--- src/rtl/sysctl_pkg.sv ---
package sysctl_pkg;
  localparam int unsigned WORD_W  = 8;
  localparam int unsigned POS_GIE = 7;
  localparam int unsigned POS_WDR = 5;
  localparam int unsigned POS_POR = 4;
  localparam int unsigned POS_SLP = 3;
  localparam int unsigned POS_STP = 0;

  typedef struct packed {
    logic wdr;
    logic por;
    logic slp;
    logic stp;
  } ctl_state_t;

  localparam ctl_state_t STATE_RESET = '{wdr: 1'b0, por: 1'b1, slp: 1'b0, stp: 1'b0};

  // software may only clear: result is current AND written bit
  function automatic logic clear_only(input logic cur, input logic wbit);
    return cur & wbit;
  endfunction

  // stop can only be raised by software
  function automatic logic set_only(input logic cur, input logic wbit);
    return cur | wbit;
  endfunction

  // sleep next value: wake dominates, then write, then hold
  function automatic logic sleep_next(input logic cur, input logic wr,
                                      input logic wbit, input logic irq);
    logic n;
    n = wr ? wbit : cur;
    return irq ? 1'b0 : n;
  endfunction
endpackage

--- src/rtl/sysctl_reset_flags.sv ---
module sysctl_reset_flags (
  input  logic clk,
  input  logic rst_n,
  input  logic wdt_rst_i,
  input  logic wr_en,
  input  logic wr_wdr,
  input  logic wr_por,
  output logic wdr_q,
  output logic por_q
);
  import sysctl_pkg::*;

  always_ff @(posedge clk or negedge rst_n) begin
    if (!rst_n) begin
      wdr_q <= STATE_RESET.wdr;
      por_q <= STATE_RESET.por;
    end else if (wdt_rst_i) begin
      wdr_q <= 1'b1;
      por_q <= por_q;
    end else if (wr_en) begin
      wdr_q <= clear_only(wdr_q, wr_wdr);
      por_q <= clear_only(por_q, wr_por);
    end
  end
endmodule

--- src/rtl/sysctl_power_mode.sv ---
module sysctl_power_mode (
  input  logic clk,
  input  logic rst_n,
  input  logic wdt_rst_i,
  input  logic wr_en,
  input  logic wr_slp,
  input  logic wr_stp,
  input  logic irq_pending,
  output logic slp_q,
  output logic stp_q,
  output logic wake_evt
);
  import sysctl_pkg::*;

  assign wake_evt = slp_q & irq_pending;

  always_ff @(posedge clk or negedge rst_n) begin
    if (!rst_n) begin
      slp_q <= STATE_RESET.slp;
      stp_q <= STATE_RESET.stp;
    end else if (wdt_rst_i) begin
      slp_q <= 1'b0;
      stp_q <= 1'b0;
    end else begin
      slp_q <= sleep_next(slp_q, wr_en, wr_slp, irq_pending);
      if (wr_en) stp_q <= set_only(stp_q, wr_stp);
    end
  end
endmodule

--- src/rtl/sysctl_readback.sv ---
module sysctl_readback #(
  parameter int unsigned WORD_W = sysctl_pkg::WORD_W
) (
  input  logic              gie,
  input  sysctl_pkg::ctl_state_t st,
  output logic [WORD_W-1:0] word
);
  import sysctl_pkg::*;

  for (genvar i = 0; i < WORD_W; i++) begin : g_bit
    if (i == POS_GIE)      begin : g_gie assign word[i] = gie;    end
    else if (i == POS_WDR) begin : g_wdr assign word[i] = st.wdr; end
    else if (i == POS_POR) begin : g_por assign word[i] = st.por; end
    else if (i == POS_SLP) begin : g_slp assign word[i] = st.slp; end
    else if (i == POS_STP) begin : g_stp assign word[i] = st.stp; end
    else                   begin : g_rsv assign word[i] = 1'b0;   end
  end
endmodule

--- src/rtl/sysctl_status_reg.sv ---
module sysctl_status_reg #(
  parameter int unsigned WORD_W = sysctl_pkg::WORD_W
) (
  input  logic              clk,
  input  logic              rst_n,
  input  logic              wdt_rst_i,
  input  logic              wr_en,
  input  logic [WORD_W-1:0] wr_data,
  output logic [WORD_W-1:0] rd_data,
  input  logic              irq_pending,
  input  logic              gie_flag,
  output logic              sleep_o,
  output logic              halt_o,
  output logic              wdt_enable_o
);
  import sysctl_pkg::*;

  ctl_state_t st;
  logic       wake_evt;
  logic       unused_wr_bits;

  assign unused_wr_bits = ^{wr_data[POS_GIE], wr_data[6], wr_data[2], wr_data[1]};

  sysctl_reset_flags u_flags (
    .clk       (clk),
    .rst_n     (rst_n),
    .wdt_rst_i (wdt_rst_i),
    .wr_en     (wr_en),
    .wr_wdr    (wr_data[POS_WDR]),
    .wr_por    (wr_data[POS_POR]),
    .wdr_q     (st.wdr),
    .por_q     (st.por)
  );

  sysctl_power_mode u_pm (
    .clk         (clk),
    .rst_n       (rst_n),
    .wdt_rst_i   (wdt_rst_i),
    .wr_en       (wr_en),
    .wr_slp      (wr_data[POS_SLP]),
    .wr_stp      (wr_data[POS_STP]),
    .irq_pending (irq_pending),
    .slp_q       (st.slp),
    .stp_q       (st.stp),
    .wake_evt    (wake_evt)
  );

  sysctl_readback #(.WORD_W(WORD_W)) u_rb (
    .gie  (gie_flag),
    .st   (st),
    .word (rd_data)
  );

  assign sleep_o      = st.slp;
  assign halt_o       = st.stp;
  assign wdt_enable_o = ~st.por;
endmodule

--- config.mk ---
export PLATFORM = sky130hd
export DESIGN_NAME = sysctl_status_reg
export DESIGN_NICKNAME = d
export VERILOG_FILES = /design/src/rtl/sysctl_pkg.sv /design/src/rtl/sysctl_reset_flags.sv /design/src/rtl/sysctl_power_mode.sv /design/src/rtl/sysctl_readback.sv /design/src/rtl/sysctl_status_reg.sv
export SDC_FILE = /design/constraint.sdc
export NUM_CORES = 1
export LEC_CHECK = 0
export ABC_AREA = 1
export BUFFER_PORTS_ARGS = -buffer_cell sky130_fd_sc_hd__buf_2
export CAP_MARGIN = 0
export CORE_AREA = 2 2 39 41
export CTS_CLUSTER_DIAMETER = 80
export DETAILED_ROUTE_END_ITERATION = 10
export DIE_AREA = 0 0 41 43
export PLACE_DENSITY_LB_ADDON = 0.12
export RECOVER_POWER = 25
export REMOVE_ABC_BUFFERS = 1
export SYNTH_ARGS = -nofsm -noshare
export SYNTH_HDL_FRONTEND = slang
export SYNTH_SLANG_ARGS = --single-unit
--- constraint.sdc ---
create_clock -name clk -period 1.17 [get_ports clk]
set_input_delay 0.2925 -clock clk [delete_from_list [all_inputs] [get_ports clk]]
set_output_delay 0.2925 -clock clk [all_outputs]
set_load 0.02 [all_outputs]
==> results.md <==
* Clock transition at the register clock pins on the worst setup and hold paths after CTS at 40 ps
* Synth top cells by count: sky130_fd_sc_hd__nand2_1, sky130_fd_sc_hd__buf_4, sky130_fd_sc_hd__inv_1
* Global placement routability congestion at 0.611
* Max capacitance violation total at 0
* Antenna diode count at 0
* Data required time at the worst endpoint at 880 ps
* RSZ-0062 raised after global routing: yes
* Number of clock sinks seen by CTS at 4
* Total of warnings raised by yosys at 0
* Number of endpoints failing setup at the final stage at 2
* Longest Clk Path Bufs at 2
* Slowest stage cell, crit path: sky130_fd_sc_hd__dfstp_2
* Share of flip-flops with an asynchronous set or reset at 1.00
* Via count at 242
* Post-layout utilization of the core at 0.258
* Final Max Tran Viols at 0
* Number of flops mapped to enable cells by yosys at 0
* Root buffer selected by CTS: sky130_fd_sc_hd__clkbuf_4
* Final WS setup at -61.5 ps
* Average via count per standard cell at 3.51
* Row count at 14
* Cell types with the largest area share after synthesis: sky130_fd_sc_hd__dfrtp_1, sky130_fd_sc_hd__buf_4, sky130_fd_sc_hd__nand2_1
* Clock latency of the later-clocked register in the worst-skew pair at 230 ps
* Area of the mapped netlist at 263 um^2
* Total routing resource utilization after global routing at 0.0845
* Die Footprint at 1760 um^2
* Worst setup skew after layout at 0 ps
* Final period demand of the worst path at 1230 ps
* Pwr dens at 1180 nW/um^2
* Input/output buffers at 15
* Cell type with the highest aggregate area in the netlist: sky130_fd_sc_hd__dfrtp_1
* Timing-limited maximum frequency at 0.812 GHz
* Fraction of the yosys area taken by sequential cells at 0.386
* Maximum fanout along the worst path at 4
* Class of the most critical hold timing path: primary input to register
* Wire length reported by the detailed router at 515 um
* Crit-path max cell delay at 550 ps
* Number of nets still failing antenna checks after routing at 0
* Pin count of the biggest net entering global routing at 6
* Placed instance count at 63
* Max rail drop VDD at 0.807 mV
* Number of I/O pins at 25
* Global-route wire length before repair at 910 um
* Most used standard cell by instance count after synthesis: sky130_fd_sc_hd__nand2_1
* Number of global-route vias before repair at 217
* Startpoint-to-endpoint class of the critical path: register to output port
* Type of element capturing the critical path: output port
* Count of mapped cells out of synthesis at 38
* DR pass1 iterations at 3
* Count of routing violations after the opening detailed-route iteration at 1
* Synth unique cells at 10
* Post-synth top flop: sky130_fd_sc_hd__dfrtp_1
* Run status: complete, but fails checks
* Per-cell routed wire length at 7.46 um
* Antenna violations before repair at 0
* Synthesis-stage register bit count at 4
* Drt drc at 0
* Share of the clock period used by the worst path after layout at 1.05
* PnR Total Power at 0.000420 W
* Total count of hold-check failures in the final report at 0
* Area growth from synthesis to final layout at 35.7%
* Number of clock buffers inserted by TritonCTS at 3
* Post-Place Setup Slack at 160 ps
* CTS H-tree depth at 1
* Violations in the final reports: negative setup slack
* Chain of cells forming the critical path: inv_2 > buf_6
* Critical path arrival at 940 ps
* Starting Density at 0.190
* Crit-path leading delay family: flip-flops
* DIE WIDTH at 41 um
* Residual overflow from global routing at 0
* DIE HEIGHT at 43 um
* Number of nets in the final layout at 68
* Half-perimeter wire length after detailed placement at 421 um
* Crit path launch type: register
* TritonCTS clock tree: built
* Core area at 1380 um^2
* Average size of a mapped cell at 6.91 um^2
* Leakage Power at 0.220 nW
* Share of the synthesized area in the top cell type at 0.286
* Non-filler instance count after layout at 69
* Share of final-layout standard cells stronger than drive strength 1 at 0.415
* Worst path bufs/invs at 2
[stage by stage]
| step | hold WS [ps] | cell area (um^2) | setup TNS (ps) |
|---|---|---|---|
| final | 253 | 357 | -111 |
| after global routing | 239 | 357 | -189 |
| after CTS | 250 | 358 | -131 |
| after detailed placement | 103 | 305 | 0 |
| after global placement | 105 | 305 | 0 |
| after floorplan | -3.09 | 210 | 0 |
[layout by cell type (no fill, tap or decap)]
master and instances:
sky130_fd_sc_hd__dfstp_2 1, sky130_fd_sc_hd__nor2_1 3, sky130_fd_sc_hd__buf_2 12, sky130_fd_sc_hd__inv_1 3
sky130_fd_sc_hd__conb_1 3, sky130_fd_sc_hd__nor2_2 1, sky130_fd_sc_hd__clkbuf_1 2, sky130_fd_sc_hd__inv_2 2
sky130_fd_sc_hd__buf_4 2, sky130_fd_sc_hd__nand3_1 1, sky130_fd_sc_hd__dlygate4sd3_1 1, sky130_fd_sc_hd__buf_6 1
sky130_fd_sc_hd__dfrtp_1 3, sky130_fd_sc_hd__clkbuf_4 3, sky130_fd_sc_hd__nand2_1 15
[path summary, 6_finish.rpt]
| check | from | to | slack [ps] | cells after the start |
|---|---|---|---|---|
| worst min register to register | u_pm.stp_q$_DFFE_PN0P_ | u_pm.stp_q$_DFFE_PN0P_ | 500 | 2 |
| worst max register to register | u_flags.por_q$_DFFE_PN1P_ | u_flags.por_q$_DFFE_PN1P_ | 350 | 3 |
| worst min-delay path | wr_data[0] | u_pm.stp_q$_DFFE_PN0P_ | 250 | 3 |
| worst max-delay path | u_flags.por_q$_DFFE_PN1P_ | wdt_enable_o | -60 | 2 |
| min in group asynchronous | rst_n | u_pm.stp_q$_DFFE_PN0P_ | 420 | 2 |
| max in group asynchronous | rst_n | u_flags.por_q$_DFFE_PN1P_ | 500 | 2 |
[logic make-up after synthesis]
group | count (synthesis) | synth area share
buffers and inverters | 13 | 0.300
other | 1 | 0.0143
and+or+nand+nor | 20 | 0.300
DFF | 4 | 0.386
[routing by layer]
metal	track usage	part of all wire
met3	0.0942	0.11
met4	0.0200	0
met2	0.103	0.48
met5	0	0
met1	0.0971	0.40
[power breakdown]
| part | internal, W | switching [W] | leakage (nW) |
|---|---|---|---|
| Clock | 0.000128 | 0.0000634 | 0.0150 |
| Combinational | 0.0000272 | 0.0000489 | 0.157 |
| Sequential | 0.000147 | 0.00000519 | 0.0483 |
[cell type report]
class	count	area, um^2
inverters	5	18.8
flip-flops and latches	4	101
repair buffers	17	100
multi-input cells	23	90.1
fillers	162	1030
clock buffers	4	26.3
well taps	16	20.0
[sequential cells by signal, indices dropped and copies added, names as in the netlist]
signal         count
u_flags.por_q      1
u_pm.slp_q         1
u_pm.stp_q         1
u_flags.wdr_q      1
[timing repair]
action / in CTS / in global routing
setup buffers: 1 / 0
resized for setup: 4 / 0
endpoints found under the hold margin: 3 / 0
setup endpoints to repair: 2 / 2
hold buffers: 1 / 0
[worst min-delay path: stages]
cell and delay, ps:
sky130_fd_sc_hd__buf_2 70, sky130_fd_sc_hd__nand2_1 40, sky130_fd_sc_hd__nand2_1 50
Note: power is estimated with default switching activity, not from simulation.
